===== src/rtl/owb_slot_pkg.sv =====
// Shared types for the bit-slot transceiver.
// Assumes every time value fits in TIME_W bits of microseconds.
package owb_slot_pkg;

    localparam int TIME_W = 8;

    typedef enum logic {
        ST_IDLE = 1'b0,
        ST_SLOT = 1'b1
    } owb_state_e;

    typedef struct packed {
        logic [TIME_W-1:0] lo_one;    // low time sent for a 1
        logic [TIME_W-1:0] lo_zero;   // low time sent for a 0
        logic [TIME_W-1:0] one_min;   // shortest legal low width
        logic [TIME_W-1:0] one_max;   // widths below this decode as 1
        logic [TIME_W-1:0] zero_max;  // longest legal low width
        logic [TIME_W-1:0] slot_len;  // slot period in ticks
    } owb_timing_t;

endpackage


===== src/rtl/owb_slot_timing.sv =====
// Selects the timing set for the running operation and the low time for
// the bit now at the head of the shift register.
// Assumes all parameter values are below 2**TIME_W.
module owb_slot_timing
    import owb_slot_pkg::*;
#(
    parameter int N_ONE_LO   = 8,
    parameter int N_ZERO_LO  = 90,
    parameter int N_ONE_MAX  = 15,
    parameter int N_ZERO_MAX = 120,
    parameter int O_ONE_LO   = 1,
    parameter int O_ZERO_LO  = 11,
    parameter int O_ONE_MAX  = 2,
    parameter int O_ZERO_MAX = 16,
    parameter int ONE_MIN    = 1,
    parameter int REC_MIN    = 1
) (
    input  logic              od_i,
    input  logic              tx_bit_i,
    output owb_timing_t       tim_o,
    output logic [TIME_W-1:0] lo_len_o
);

    localparam int N_SLOT = N_ZERO_MAX + REC_MIN;
    localparam int O_SLOT = O_ZERO_MAX + REC_MIN;

    localparam owb_timing_t NRM_T = '{
        lo_one:   TIME_W'(N_ONE_LO),
        lo_zero:  TIME_W'(N_ZERO_LO),
        one_min:  TIME_W'(ONE_MIN),
        one_max:  TIME_W'(N_ONE_MAX),
        zero_max: TIME_W'(N_ZERO_MAX),
        slot_len: TIME_W'(N_SLOT)
    };

    localparam owb_timing_t FAST_T = '{
        lo_one:   TIME_W'(O_ONE_LO),
        lo_zero:  TIME_W'(O_ZERO_LO),
        one_min:  TIME_W'(ONE_MIN),
        one_max:  TIME_W'(O_ONE_MAX),
        zero_max: TIME_W'(O_ZERO_MAX),
        slot_len: TIME_W'(O_SLOT)
    };

    // Pick the speed set, then the low time of the current bit.
    always_comb begin
        tim_o    = od_i ? FAST_T : NRM_T;
        lo_len_o = tx_bit_i ? tim_o.lo_one : tim_o.lo_zero;
    end

endmodule


===== src/rtl/owb_slot_timer.sv =====
// Microsecond slot timer and rising-edge detector on the bus input.
// Assumes bus_i is already synchronised to clk.
module owb_slot_timer
    import owb_slot_pkg::*;
(
    input  logic              clk,
    input  logic              rst_n,
    input  logic              clr_i,
    input  logic              run_i,
    input  logic              tick_i,
    input  logic [TIME_W-1:0] limit_i,
    input  logic              bus_i,
    output logic [TIME_W-1:0] t_o,
    output logic              rise_o
);

    logic bus_q;

    // Count ticks since slot start, stopping at the slot period.
    always_ff @(posedge clk) begin
        if (!rst_n) begin
            t_o <= '0;
        end else if (clr_i) begin
            t_o <= '0;
        end else if (run_i && tick_i && (t_o < limit_i)) begin
            t_o <= t_o + 1'b1;
        end
    end

    // Keep the previous bus level for edge detection.
    always_ff @(posedge clk) begin
        if (!rst_n) begin
            bus_q <= 1'b1;
        end else begin
            bus_q <= bus_i;
        end
    end

    assign rise_o = bus_i & ~bus_q;

endmodule


===== src/rtl/owb_slot_shifter.sv =====
// Transmit/receive shift register and right-aligned result register.
// Assumes n_bits_i is already in 1..DATA_W when cap_i is high.
module owb_slot_shifter #(
    parameter int DATA_W = 8,
    parameter int CNT_W  = 4
) (
    input  logic              clk,
    input  logic              rst_n,
    input  logic              load_i,
    input  logic [DATA_W-1:0] load_data_i,
    input  logic              shift_i,
    input  logic              shift_bit_i,
    input  logic              cap_i,
    input  logic [CNT_W-1:0]  n_bits_i,
    output logic              head_o,
    output logic [DATA_W-1:0] rx_o
);

    logic [DATA_W-1:0] sr_q;
    logic [DATA_W-1:0] sr_next;
    logic [DATA_W-1:0] cand [1:DATA_W];
    logic [DATA_W-1:0] rx_sel;

    assign sr_next = {shift_bit_i, sr_q[DATA_W-1:1]};
    assign head_o  = sr_q[0];

    // One aligned candidate per possible bit count.
    for (genvar k = 1; k <= DATA_W; k++) begin : g_align
        assign cand[k] = sr_next >> (DATA_W - k);
    end

    // Choose the candidate matching the operation length.
    always_comb begin
        rx_sel = sr_next;
        for (int k = 1; k <= DATA_W; k++) begin
            if (n_bits_i == CNT_W'(k)) begin
                rx_sel = cand[k];
            end
        end
    end

    // Load data at start, insert each decoded bit at the top.
    always_ff @(posedge clk) begin
        if (!rst_n) begin
            sr_q <= '0;
        end else if (load_i) begin
            sr_q <= load_data_i;
        end else if (shift_i) begin
            sr_q <= sr_next;
        end
    end

    // Publish the result only on a good finish.
    always_ff @(posedge clk) begin
        if (!rst_n) begin
            rx_o <= '0;
        end else if (cap_i) begin
            rx_o <= rx_sel;
        end
    end

endmodule


===== src/rtl/owb_slot_ctrl.sv =====
// Operation sequencer: accepts a start, runs one slot per bit, decodes
// each measured low width and ends with a done pulse, error or pull-up.
// Assumes the timer holds the tick count since the current slot began.
module owb_slot_ctrl
    import owb_slot_pkg::*;
#(
    parameter int DATA_W = 8,
    parameter int CNT_W  = 4
) (
    input  logic              clk,
    input  logic              rst_n,
    input  logic              start_i,
    input  logic [CNT_W-1:0]  cnt_i,
    input  logic              spu_req_i,
    input  logic              od_i,
    input  logic              rise_i,
    input  logic [TIME_W-1:0] t_i,
    input  owb_timing_t       tim_i,
    input  logic [TIME_W-1:0] lo_len_i,
    output logic              load_o,
    output logic              shift_o,
    output logic              shift_bit_o,
    output logic              cap_o,
    output logic              t_clr_o,
    output logic              run_o,
    output logic              od_q_o,
    output logic [CNT_W-1:0]  n_bits_o,
    output logic              pull_low_o,
    output logic              spu_en_o,
    output logic              done_o,
    output logic              err_o
);

    localparam logic [CNT_W-1:0] FULL_CNT = CNT_W'(DATA_W);
    localparam logic [CNT_W-1:0] ONE_CNT  = CNT_W'(1);

    owb_state_e       state_q;
    logic [CNT_W-1:0] idx_q;
    logic             spu_req_q;
    logic             seen_q;

    logic [CNT_W-1:0] cnt_fix;
    logic             accept;
    logic             decode_ev;
    logic             expire_ev;
    logic             bad_width;
    logic             last_bit;
    logic             finish_ok;
    logic             finish_err;
    logic             next_slot;

    // Event decoding for the current cycle.
    always_comb begin
        cnt_fix     = ((cnt_i == '0) || (cnt_i > FULL_CNT)) ? FULL_CNT : cnt_i;
        accept      = start_i && (state_q == ST_IDLE);
        decode_ev   = (state_q == ST_SLOT) && rise_i && !seen_q;
        expire_ev   = (state_q == ST_SLOT) && !decode_ev && (t_i >= tim_i.slot_len);
        bad_width   = (t_i < tim_i.one_min) || (t_i > tim_i.zero_max);
        last_bit    = (idx_q == (n_bits_o - ONE_CNT));
        shift_bit_o = (t_i < tim_i.one_max);
        shift_o     = decode_ev && !bad_width;
        finish_ok   = shift_o && last_bit;
        finish_err  = (decode_ev && bad_width) || (expire_ev && !seen_q);
        next_slot   = expire_ev && seen_q;
        cap_o       = finish_ok;
        load_o      = accept;
        t_clr_o     = accept || next_slot;
        run_o       = (state_q == ST_SLOT);
        pull_low_o  = (state_q == ST_SLOT) && !seen_q && (t_i < lo_len_i);
    end

    // Operation state, slot index and per-operation settings.
    always_ff @(posedge clk) begin
        if (!rst_n) begin
            state_q   <= ST_IDLE;
            idx_q     <= '0;
            n_bits_o  <= FULL_CNT;
            spu_req_q <= 1'b0;
            od_q_o    <= 1'b0;
            seen_q    <= 1'b0;
        end else if (accept) begin
            state_q   <= ST_SLOT;
            idx_q     <= '0;
            n_bits_o  <= cnt_fix;
            spu_req_q <= spu_req_i;
            od_q_o    <= od_i;
            seen_q    <= 1'b0;
        end else if (finish_ok || finish_err) begin
            state_q   <= ST_IDLE;
        end else if (shift_o) begin
            seen_q    <= 1'b1;
        end else if (next_slot) begin
            idx_q     <= idx_q + ONE_CNT;
            seen_q    <= 1'b0;
        end
    end

    // Result flags: done pulse, sticky error, strong pull-up.
    always_ff @(posedge clk) begin
        if (!rst_n) begin
            done_o   <= 1'b0;
            err_o    <= 1'b0;
            spu_en_o <= 1'b0;
        end else begin
            done_o <= finish_ok || finish_err;
            if (accept) begin
                err_o    <= 1'b0;
                spu_en_o <= 1'b0;
            end else if (finish_err) begin
                err_o    <= 1'b1;
            end else if (finish_ok) begin
                spu_en_o <= spu_req_q;
            end
        end
    end

endmodule


===== src/rtl/owb_slot_xcvr.sv =====
// Top of the bit-slot transceiver: sends up to DATA_W bits LSB first and
// decodes each slot from the measured low width on the bus.
// Assumes us_tick_i is a one-cycle strobe per microsecond and bus_i is
// synchronised; timing parameters must stay below 2**TIME_W.
module owb_slot_xcvr
    import owb_slot_pkg::*;
#(
    parameter int DATA_W     = 8,
    parameter int N_ONE_LO   = 8,
    parameter int N_ZERO_LO  = 90,
    parameter int N_ONE_MAX  = 15,
    parameter int N_ZERO_MAX = 120,
    parameter int O_ONE_LO   = 1,
    parameter int O_ZERO_LO  = 11,
    parameter int O_ONE_MAX  = 2,
    parameter int O_ZERO_MAX = 16,
    parameter int ONE_MIN    = 1,
    parameter int REC_MIN    = 1,
    localparam int CNT_W     = $clog2(DATA_W + 1)
) (
    input  logic              clk,
    input  logic              rst_n,
    input  logic              start_i,
    input  logic [DATA_W-1:0] tx_byte_i,
    input  logic [CNT_W-1:0]  bit_cnt_i,
    input  logic              spu_req_i,
    input  logic              od_i,
    input  logic              us_tick_i,
    input  logic              bus_i,
    output logic              pull_low_o,
    output logic              spu_en_o,
    output logic [DATA_W-1:0] rx_byte_o,
    output logic              done_o,
    output logic              err_o
);

    owb_timing_t       tim;
    logic [TIME_W-1:0] lo_len;
    logic [TIME_W-1:0] t_cur;
    logic              rise;
    logic              head_bit;
    logic              od_q;
    logic              load;
    logic              shift;
    logic              shift_bit;
    logic              cap;
    logic              t_clr;
    logic              run;
    logic [CNT_W-1:0]  n_bits;

    owb_slot_timing #(
        .N_ONE_LO  (N_ONE_LO),
        .N_ZERO_LO (N_ZERO_LO),
        .N_ONE_MAX (N_ONE_MAX),
        .N_ZERO_MAX(N_ZERO_MAX),
        .O_ONE_LO  (O_ONE_LO),
        .O_ZERO_LO (O_ZERO_LO),
        .O_ONE_MAX (O_ONE_MAX),
        .O_ZERO_MAX(O_ZERO_MAX),
        .ONE_MIN   (ONE_MIN),
        .REC_MIN   (REC_MIN)
    ) u_timing (
        .od_i    (od_q),
        .tx_bit_i(head_bit),
        .tim_o   (tim),
        .lo_len_o(lo_len)
    );

    owb_slot_timer u_timer (
        .clk    (clk),
        .rst_n  (rst_n),
        .clr_i  (t_clr),
        .run_i  (run),
        .tick_i (us_tick_i),
        .limit_i(tim.slot_len),
        .bus_i  (bus_i),
        .t_o    (t_cur),
        .rise_o (rise)
    );

    owb_slot_shifter #(
        .DATA_W(DATA_W),
        .CNT_W (CNT_W)
    ) u_shifter (
        .clk        (clk),
        .rst_n      (rst_n),
        .load_i     (load),
        .load_data_i(tx_byte_i),
        .shift_i    (shift),
        .shift_bit_i(shift_bit),
        .cap_i      (cap),
        .n_bits_i   (n_bits),
        .head_o     (head_bit),
        .rx_o       (rx_byte_o)
    );

    owb_slot_ctrl #(
        .DATA_W(DATA_W),
        .CNT_W (CNT_W)
    ) u_ctrl (
        .clk        (clk),
        .rst_n      (rst_n),
        .start_i    (start_i),
        .cnt_i      (bit_cnt_i),
        .spu_req_i  (spu_req_i),
        .od_i       (od_i),
        .rise_i     (rise),
        .t_i        (t_cur),
        .tim_i      (tim),
        .lo_len_i   (lo_len),
        .load_o     (load),
        .shift_o    (shift),
        .shift_bit_o(shift_bit),
        .cap_o      (cap),
        .t_clr_o    (t_clr),
        .run_o      (run),
        .od_q_o     (od_q),
        .n_bits_o   (n_bits),
        .pull_low_o (pull_low_o),
        .spu_en_o   (spu_en_o),
        .done_o     (done_o),
        .err_o      (err_o)
    );

endmodule


===== config.mk =====
export PLATFORM = sky130hd
export DESIGN_NAME = owb_slot_xcvr
export DESIGN_NICKNAME = d
export VERILOG_FILES = /design/src/rtl/owb_slot_pkg.sv /design/src/rtl/owb_slot_timing.sv /design/src/rtl/owb_slot_timer.sv /design/src/rtl/owb_slot_shifter.sv /design/src/rtl/owb_slot_ctrl.sv /design/src/rtl/owb_slot_xcvr.sv
export SDC_FILE = /design/constraint.sdc
export NUM_CORES = 1
export LEC_CHECK = 0
export BUFFER_PORTS_ARGS = -buffer_cell sky130_fd_sc_hd__buf_2
export CORE_ASPECT_RATIO = 0.7
export CORE_MARGIN = 5
export CORE_UTILIZATION = 40
export CTS_CLUSTER_SIZE = 40
export DETAILED_ROUTE_END_ITERATION = 8
export HOLD_SLACK_MARGIN = 0.05
export MAX_ROUTING_LAYER = met4
export PLACE_DENSITY = 0.62
export SYNTH_ARGS = -nofsm -noshare
export SYNTH_HDL_FRONTEND = slang
export SYNTH_SLANG_ARGS = --single-unit

===== constraint.sdc =====
create_clock -name clk -period 4.1 [get_ports clk]
set_input_delay 1.23 -clock clk [delete_from_list [all_inputs] [get_ports clk]]
set_output_delay 1.23 -clock clk [all_outputs]
set_load 0.02 [all_outputs]

======== Yosys cells after proc, flatten, opt, wreduce, memory -nomap -nowiden ========
Index checks and enable logic that the tools add are counted.
W data, S select, Z words.
operators by class
  add/subtract/negate cells ............... 3
  multipliers ............................. 0
  div/mod/pow operators ................... 0
  order comparisons ....................... 7
  equality and inequality tests ........... 9
  shift-type cells ........................ 0
  muxes and demuxes ....................... 17
  bitwise gates (word level) .............. 7
  reduce and logical (&&, ||, !) cells .... 31
operator list
  operator               count
  $mux W8                11
  $mux W44               1
  $lt A8 B8 Y1           4
  $eq A4 B3 Y1 const B   4
  $logic_and A1 B1 Y1    14
  $add A8 B1 Y8 const B  1
  $eq A4 B2 Y1 const B   2
  $ge A8 B8 Y1           1
  $gt A8 B8 Y1           1
  $not A1 Y1             6
  $reduce_bool A2 Y1     3
  $logic_or A1 B1 Y1     5
  $add A4 B1 Y4 const B  1
  $eq A4 B1 Y1 const B   1
  $eq A4 B4 Y1           1
  $eq A4 B4 Y1 const B   1
  $gt A4 B4 Y1 const B   1
  $logic_not A4 Y1       1
  $mux W1                4
  $mux W4                1
  $reduce_and A2 Y1      2
  $reduce_or A2 Y1       2
  $sub A4 B1 Y4 const B  1
  $logic_not A1 Y1       3
  2 further kinds        2
word-level totals
  register bits after elaboration ......... 40
  bits in latches ......................... 0
  RAM bits ................................ 0
  ROM bits ................................ 0
  input port bits ......................... 19
  output and inout port bits .............. 12
  word-level logic and storage cells ...... 87
  memories ................................ 0

======== Logic depth before layout (Yosys ltp) ========
Gate-level depths: netlist (run 1).
  depth after elaboration ................. 12
  gate-level depth with buffers ........... 9
  gate-level depth less buffers ........... 7

======== By module ========
From an unflattened synthesis (run 1), not the netlist that was laid out.
second synthesis, totals
  cells, all modules ...................... 485
  area, all modules ....................... 3833.7 um2
modules (own cells, without submodules)
  module            times used  cells an instance  area each (um2)  sequential area each (um2)
  owb_slot_ctrl     1           202                1641.6           300.3
  owb_slot_shifter  1           153                1154.9           320.3
  owb_slot_timer    1           72                 624.3            180.2
  owb_slot_timing   1           58                 412.9            0.0

======== Worst setup path before layout (run 1) ========
Ideal clock, no wire load.
  path kind ............................... register -> output
  from .................................... register u_timer.t_o[1]
  to ...................................... output port pull_low_o
  arrival ................................. 1.700 ns
  data required time ...................... 2.870 ns
  slack ................................... 1.170 ns
  cell stages (with the launch flop) ...... 6
  buffers on the path ..................... 0
  cell sequence ........................... dfxtp_1 > ha_1 > a211o_1 > a21o_1 > a211o_1 > a21oi_1
on the way
  cells in the longest elaborated chain, start to end .. 2
RTL lines
  element                 RTL line              text
  from (decl)             owb_slot_timer.sv:13  output logic [TIME_W-1:0] t_o,
  from (signal assigned)  owb_slot_timer.sv:26  t_o <= t_o + 1'b1;
  $lt A8 B8 Y1            owb_slot_ctrl.sv:69   pull_low_o = (state_q == ST_SLOT) && !seen_q && (t_i < lo_len_i);
  $logic_and A1 B1 Y1     owb_slot_ctrl.sv:69
  to (decl)               owb_slot_xcvr.sv:30   output logic pull_low_o,
Every way passes these cells.

======== Final worst setup path (run 1) ========
Ends and elaborated chain as after synthesis.

==> results of run 1 <==
worst max-delay path, cell delays in order, from the launching register on:
cell	delay, ps
dfxtp_1	470
ha_1	280
a211o_1	260
a21o_1	190
a211o_1	290
a21oi_1	140
buf_2	170
how the worst max path moves through the flow:
| stage | from | end | cells past startpoint |
|---|---|---|---|
| 6_report | u_timer.t_o[1] | pull_low_o | 6 |
| 5_1_grt | u_timer.t_o[1] | pull_low_o | 6 |
| 4_1_cts | u_timer.t_o[1] | pull_low_o | 6 |
| 3_5_place_dp | bus_i | u_shifter.rx_o[6] | 6 |
| 3_3_place_gp | u_timer.t_o[1] | pull_low_o | 6 |
| 2_1_floorplan | u_timer.t_o[1] | pull_low_o | 5 |
logic make-up (layout without fill, tap and decap cells):
kind of cell    after synthesis  in the layout  share of synthesized area, %
xor+xnor                     12             12                         4.260
fa+ha+maj                    17             17                         7.623
flops                        40             40                         28.70
compound gates              102            102                         25.65
mux                          10             10                         3.588
simple gates                117            117                         24.22
buf+inv                      37             52                         5.964
routing by layer:
layer | vias to the layer above | GRT usage (%) | routed length (um)
met3 | 4 | 3.557 | 579
met2 | 85 | 22.28 | 2870
met1 | 1145 | 26.49 | 3601
met4 | 0 | 4.483 | 41
met5 | - | - | 0
li1 | 1250 | - | -
power by group through the flow:
| stage | Clock, uW | Sequential, uW | Combinational (uW) |
|---|---|---|---|
| final | 386 | 426 | 119 |
| after CTS | 391 | 425 | 118 |
| after detailed placement | 0 | 435 | 118 |
| after global routing | 408 | 429 | 134 |
| after floorplan | 0 | 417 | 99.3 |
| after global placement | 0 | 435 | 118 |
cell usage in the layout (no fill, tap or decap), drive strengths merged, types with 6 or more instances in the layout:
master,Yosys,layout
nor3,10,10
ha,17,17
a21oi,25,25
nand2,23,23
buf,9,33
nor2,19,19
dfxtp,40,40
inv,12,12
xnor2,9,9
o21ai,29,29
nand3,12,12
mux2i,10,10
nor2b,11,11
a211o,6,6
sequential cells by signal, summed over array words and instances, names as in the netlist:
register and flops:
u_ctrl.spu_en_o 1, u_timer.bus_q 1, u_ctrl.n_bits_o 4, u_ctrl.od_q_o 1
u_ctrl.seen_q 1, u_ctrl.err_o 1, u_ctrl.spu_req_q 1, u_ctrl.done_o 1
u_shifter.sr_q 8, u_shifter.rx_o 8, u_ctrl.idx_q 4, u_timer.t_o 8
u_ctrl.run_o 1
area by class of cell:
class,count,area [sq um]
repair buffers,33,172.7
multi-input cells,258,1823
inverters,12,45.04
flip-flops and latches,40,800.8
clock buffers,5,68.82
well taps,94,117.6
fillers,688,3669
clock inverters,2,60.06
stage by stage:
stage                     util, %  hold WS [ps]  cell area (sq um)  instances  total power [uW]
after CTS                   45.70         467.5               3088        444             934.5
final                       45.70         462.9               3088        444             930.8
after detailed placement    43.80         455.6               2959        437             552.5
after floorplan                 -         455.1               2790        335             516.0
after global placement      43.80         436.4               2959        437             552.4
after global routing        45.70         480.1               3088        444             970.5
==> flow_summary.toml, run 1 <==
[sta]
finalClockSkew_ps = 5.501
min_period_ps = 3314
final_hold_viol_count = 0
setup_viol = 0
rsz0062_at_grt = "no"
max_slew_margin_pct = 36.48
finalMaxSlewViolations = 0
max_freq_mhz = 301.7
tightestPinTransition_ps = 945.7
fin_crit_sh_pct = 80.83
fin_ws_ps = 785.8
setup-tns-final_ps = 0

[min_path]
hold_class = "flop to flop"
hold_end = "u_shifter.rx_o[3]"
hold_depth = 2
hp-start = "u_shifter.rx_o[3]"

[clock_network]
cts_tree = "done"
cts_root_buffer = "clkbuf_8"
numCtsBuffers = 5
clk_pin_slew_ps = 80
ctsResizeCount = 0
ctsHtreeMaxLevel = 2
hold_buffers = 0
cts_setup_buffers = 0
clock_latency_ps = 300
clk_path_buf_depth = 2
clkSinkCount = 40

[power_and_ir_drop]
combinationalPowerShare_pct = 12.8
pwr-share-seq_pct = 45.8
power_frac_clock_pct = 41.5
p_leak_uw = 0.001279
switching_share_pct = 25.67
peakVddDrop_mv = 0.1412
switchingPower_uw = 239.0
cellPowerDensity_nw_per_um2 = 301.4
p_int_uw = 691.8

[global_route]
groute.usage.overall_pct = 17.26
grt_max_degree = 28
grt_pass1_wl_um = 11470
grt_pass1_vias = 2221
overflow = 0
antenna_found_initial = 0

[floorplanning]
die_width_um = 109.8
core_sq_um = 6756
die-area_sq_um = 8772
initial_core_util_pct = 41.30
io-pin-count = 31
die_y_um = 79.88
rows = 25

[cells_and_area]
area_growth_syn_to_layout_pct = 10.67
final_layout_size_suffix_gt1_share_pct = 17.43
final_nets = 386
diodes = 0

[run_status]
status = "completed"

[synth]
syn_area_sq_um = 2790
synth_ff_type = "dfxtp_1"
synthCells = 335
netlist.area_leader.share_pct = 28.70
yosysTopAreaCell = "dfxtp_1"
synth_nets = 371
yosysUniqueCellTypes = 69
yosysSeqAreaShare_pct = 28.70
yosysMostFrequentCell = "dfxtp_1"
ys_top_cells_by_count = "dfxtp_1 (40), o21ai_0 (27), a21oi_1 (24), nand2_1 (22), nor2_1 (19)"
yosysWarnings = 0
synth-edff-count = 0
ys_async_sr_fraction_pct = 0
synth-seq-cells = 40
avgSynthCellArea_sq_um = 8.329
synth_area_leaders = "dfxtp_1 (29%), ha_1 (7.6%), o21ai_0 (4.8%), a21oi_1 (4.3%), mux2i_1 (3.6%)"

[critical_path]
r2r_end = "u_shifter.rx_o[6]"
reg2reg_from = "u_ctrl.od_q_o"
timing.reg2reg.setup_slack_ps = 1260
crit_required_ps = 2870
end_kind = "output port"
path_max_fanout = 7
critPathKind = "flop to output port"
ff2ff_path_depth = 6
cp.arrival_ps = 2080
startpoint_type = "flop"

[placed_design]
gp_congestion = 0.9585
post-dp-hpwl_um = 5159
dpl_worst_slack_ps = 1063
io_buffers = 30

[flow_run]
maxCapViolations = 0

[route]
vias = 2484
drt-vias-per-instance = 5.595
drtIter0Drc = 226
dr.pass1.iters = 5
drc = 0
wire_per_inst_um = 15.98
routed_wl_um = 7093
ant_nets = 0
No activity file was read; power rests on OpenSTA's default activity.
==> run 2, diff against run 1 <==
clock period = 3.1 ns   (was 4.1 ns; I/O delays follow)
==> flow_summary.toml, run 2 (same netlist as run 1, synthesis figures left out) <==
[critical_path]
cp.arrival_ps = 2060
startpoint_type = "flop"
reg2reg_from = "u_ctrl.od_q_o"
critPathKind = "flop to output port"
crit_start = "u_timer.t_o[1]"
end_kind = "output port"
crit_required_ps = 2170
path_max_fanout = 7

[min_path]
hp-start = "u_shifter.rx_o[3]"
hold_class = "flop to flop"

[placed_design]
io_buffers = 30
post-dp-hpwl_um = 5279
dpl_worst_slack_ps = 439.8
gp_congestion = 0.9220

[global_route]
grt_pass1_wl_um = 12310
grt_max_degree = 27
antenna_found_initial = 0
overflow = 0
grt_pass1_vias = 2371
groute.usage.overall_pct = 18.25

[sta]
setup-tns-final_ps = 0
final_hold_viol_count = 0
max_freq_mhz = 334.9
tightestPinTransition_ps = 740.2
setup_viol = 0
rsz0062_at_grt = "no"
min_period_ps = 2986
max_slew_margin_pct = 50.65
fin_crit_sh_pct = 96.32
finalMaxSlewViolations = 0
finalClockSkew_ps = 6.199
fin_ws_ps = 114.2

[power_and_ir_drop]
p_leak_uw = 0.001271
peakVddDrop_mv = 0.1807
cellPowerDensity_nw_per_um2 = 356.5

[cells_and_area]
diodes = 0
most-common-layout-cells = "dfxtp_1 (40), buf_2 (30), o21ai_0 (27), a21oi_1 (24), nand2_1 (22)"
mostFrequentLayoutCell = "dfxtp_1"
area_growth_syn_to_layout_pct = 9.641
final_nets = 387
num-fill-cells = 681
reg_top3 = "u_shifter.rx_o x8, u_shifter.sr_q x8, u_timer.t_o x8"
final_layout_size_suffix_gt1_share_pct = 17.90

[route]
wire_per_inst_um = 16.40
drc = 0
dr.pass1.iters = 5
ant_nets = 0
routed_wl_um = 7316
drtIter0Drc = 208
vias = 2537
drt-vias-per-instance = 5.688

[clock_network]
numCtsBuffers = 5
clock_latency_ps = 290
clk_path_buf_depth = 2
clk_pin_slew_ps = 80
cts_tree = "done"
clkSinkCount = 40
cts_setup_buffers = 0
hold_buffers = 0
ctsHtreeMaxLevel = 2
cts_root_buffer = "clkbuf_8"
ctsResizeCount = 0

[floorplanning]
die-area_sq_um = 8772
die_y_um = 79.88
rows = 25
die_width_um = 109.8
core_sq_um = 6756
initial_core_util_pct = 41.30
io-pin-count = 31

[flow_run]
maxCapViolations = 0

[run_status]
status = "completed"
==> run 2: metal layers <==
| layer | GRT usage (%) | up-vias | routed length, um |
|---|---|---|---|
| met2 | 24.94 | 84 | 2904 |
| met5 | - | - | 0 |
| li1 | - | 1256 | - |
| met3 | 4.042 | 4 | 505 |
| met4 | 4.483 | 0 | 47 |
| met1 | 26.80 | 1193 | 3858 |
==> run 2: critical path, cell delays in order (launching register included) <==
cell	delay, ps
dfxtp_1	450
ha_1	270
a211o_1	260
a21o_1	190
a211o_1	290
a21oi_1	140
buf_2	170
==> run 2: metrics by stage <==
step	instance area, sq um	instances	total power, uW	hold WS (ps)	utilization (%)
4_1_cts	3059	446	1096	454.1	45.28
2_1_floorplan	2790	335	682.4	455.1	-
5_1_grt	3059	446	1147	497.7	45.28
3_5_place_dp	2967	438	731.6	442.0	43.91
6_report	3059	446	1090	450.9	45.28
3_3_place_gp	2967	438	728.5	436.4	43.91
==> run 2: final cells by class <==
class / count / area [sq um] / area share [%]
inverter: 12 / 45.04 / 1.472
multi-input combinational: 258 / 1823 / 59.59
sequential: 40 / 800.8 / 26.18
tap: 94 / 117.6 / 3.845
clock buffer: 6 / 82.58 / 2.699
timing repair buffer: 34 / 180.2 / 5.890
clock inverter: 2 / 10.01 / 0.3272
==> run 2: where the power goes <==
part | internal, uW | leakage (uW) | switching, uW | total (uW)
Clock | 178 | 0.0000510 | 189 | 367
Combinational | 69.3 | 0.000895 | 90.1 | 159
Sequential | 529 | 0.000326 | 35.6 | 565
Total | 776 | 0.00127 | 314 | 1090
==> run 2: path summary, 6_finish.rpt <==
kind	depth (start not counted)	slack (ps)	to
worst min-delay path	2	450	u_shifter.rx_o[3]
worst min register to register	2	450	u_shifter.rx_o[3]
worst max-delay path	6	110	pull_low_o
worst max register to register	7	510	u_shifter.rx_o[2]
==> run 3, diff against run 2 <==
CELL_PAD_IN_SITES_DETAIL_PLACEMENT = 1   (was unset)
CELL_PAD_IN_SITES_GLOBAL_PLACEMENT = 2   (was unset)
CORE_ASPECT_RATIO = 0.75   (was 0.7)
CORE_UTILIZATION = 35   (was 40)
GPL_TIMING_DRIVEN = 0   (was unset)
PLACE_DENSITY = 0.83   (was 0.62)
==> flow_summary.toml, run 3 (same netlist as run 1, synthesis figures left out) <==
[critical_path]
timing.reg2reg.setup_slack_ps = 430
end_kind = "output port"
crit_required_ps = 2170
path_max_fanout = 7
reg2reg_from = "u_timer.t_o[3]"
ff2ff_path_depth = 8
critPathKind = "flop to output port"
cp.arrival_ps = 2010
startpoint_type = "flop"
r2r_end = "u_shifter.rx_o[3]"

[global_route]
groute.usage.overall_pct = 18.45
grt_pass1_vias = 2713
overflow = 0
grt_pass1_wl_um = 14030
antenna_found_initial = 0
grt_max_degree = 13

[min_path]
hold_end = "u_shifter.rx_o[3]"
hold_depth = 2
hold_class = "flop to flop"
hp-start = "u_shifter.rx_o[3]"

[floorplanning]
initial_core_util_pct = 35.55
die-area_sq_um = 9876
io-pin-count = 31
die_y_um = 87.33
core_sq_um = 7848
rows = 28
die_width_um = 113.1

[cells_and_area]
fin_cells = 477
reg_top3 = "u_shifter.rx_o x8, u_shifter.sr_q x8, u_timer.t_o x8"
fin_area_sq_um = 3163
mostFrequentLayoutCell = "dfxtp_1"
diodes = 0
final_layout_size_suffix_gt1_share_pct = 17.74
num-fill-cells = 956
most-common-layout-cells = "dfxtp_1 (38), buf_2 (32), o21ai_0 (27), a21oi_1 (23), nand2_1 (22)"
area_growth_syn_to_layout_pct = 13.36
final_nets = 407

[route]
drc = 0
drt-vias-per-instance = 5.518
wire_per_inst_um = 17.94
ant_nets = 0
routed_wl_um = 8559
dr.pass1.iters = 5
vias = 2632
drtIter0Drc = 111

[run_status]
status = "completed"

[flow_run]
maxCapViolations = 0

[placed_design]
post-dp-hpwl_um = 6393
placement.cell_area_sq_um = 3067
dpl_worst_slack_ps = 334.1
io_buffers = 29
post-place-cells = 469
gp_congestion = 0.9254

[sta]
rsz0062_at_grt = "no"
fin_ws_ps = 160.3
setup_viol = 0
tightestPinTransition_ps = 724.3
finalMaxSlewViolations = 0
setup-tns-final_ps = 0
holdWs_ps = 458.6
finalClockSkew_ps = 7.192
fin_crit_sh_pct = 94.83
max_freq_mhz = 340.2
min_period_ps = 2940
final_hold_viol_count = 0
max_slew_margin_pct = 51.35

[clock_network]
ctsHtreeMaxLevel = 2
hold_buffers = 0
cts_tree = "done"
clk_path_buf_depth = 2
cts_setup_buffers = 0
numCtsBuffers = 5
cts_root_buffer = "clkbuf_8"
clkSinkCount = 40
clk_pin_slew_ps = 80
clock_latency_ps = 290

[power_and_ir_drop]
peakVddDrop_mv = 0.1591
p_leak_uw = 0.001298
cellPowerDensity_nw_per_um2 = 346.1
-- run 3: changes by cell type in the layout (fill, tap and decap cells not counted), sizes merged --
cell    previous run  this run
buf               34        38
clkinv             2         1
clkbuf             6        23
-- run 3: repair_timing --
action,4_1_cts,5_1_grt
resized for setup,1,4
pin swaps,0,0
endpoints found under the setup margin,1,1
-- run 3: worst max-delay path, stage by stage (launching register included) --
cell and delay [ps]:
dfxtp_4 380, ha_1 290, a211o_1 260, a21o_1 190, a211o_1 300, a21oi_2 140, buf_4 150
-- run 3: how the worst max path moves through the flow --
stage                         startpoint          to  slack (ps)  cells past startpoint
after floorplan           u_timer.t_o[1]  pull_low_o         470                      5
after global placement    u_timer.t_o[1]  pull_low_o         360                      6
after detailed placement  u_timer.t_o[1]  pull_low_o         330                      6
after CTS                  u_ctrl.od_q_o  pull_low_o          90                      6
after global routing      u_timer.t_o[1]  pull_low_o          30                      6
final                     u_timer.t_o[1]  pull_low_o         160                      6
-- run 3: per-layer routing --
metal	part of all wire, %	vias up	global-route usage [%]
met3	6.5	4	3.681
met1	52	1253	26.37
met5	0	-	-
met2	41	79	26.77
met4	0.67	0	4.039
li1	-	1296	-
-- run 3: power by group --
part           leakage (uW)  total (uW)  switching [uW]  internal [uW]
Combinational      0.000929         191             117           73.9
Sequential         0.000327         546            17.3            528
Clock             0.0000424         358             196            161
Total               0.00130        1090             331            763
-- run 3: cell type report --
class	instances	area [sq um]	share of cell area, %
sequential	40	805.8	25.47
timing repair buffer	29	147.6	4.668
multi-input combinational	258	1827	57.75
tap	105	131.4	4.153
clock inverter	1	8.758	0.2769
inverter	12	45.04	1.424
clock buffer	7	76.32	2.413
buffer	25	121.4	3.837
-- run 3: stage by stage --
stage,total power [uW],utilization (%)
finish,1095,40.31
global route,1151,40.31
CTS,1105,40.18
detailed placement,745.8,39.08
global placement,741.7,39.08
floorplan,682.4,-
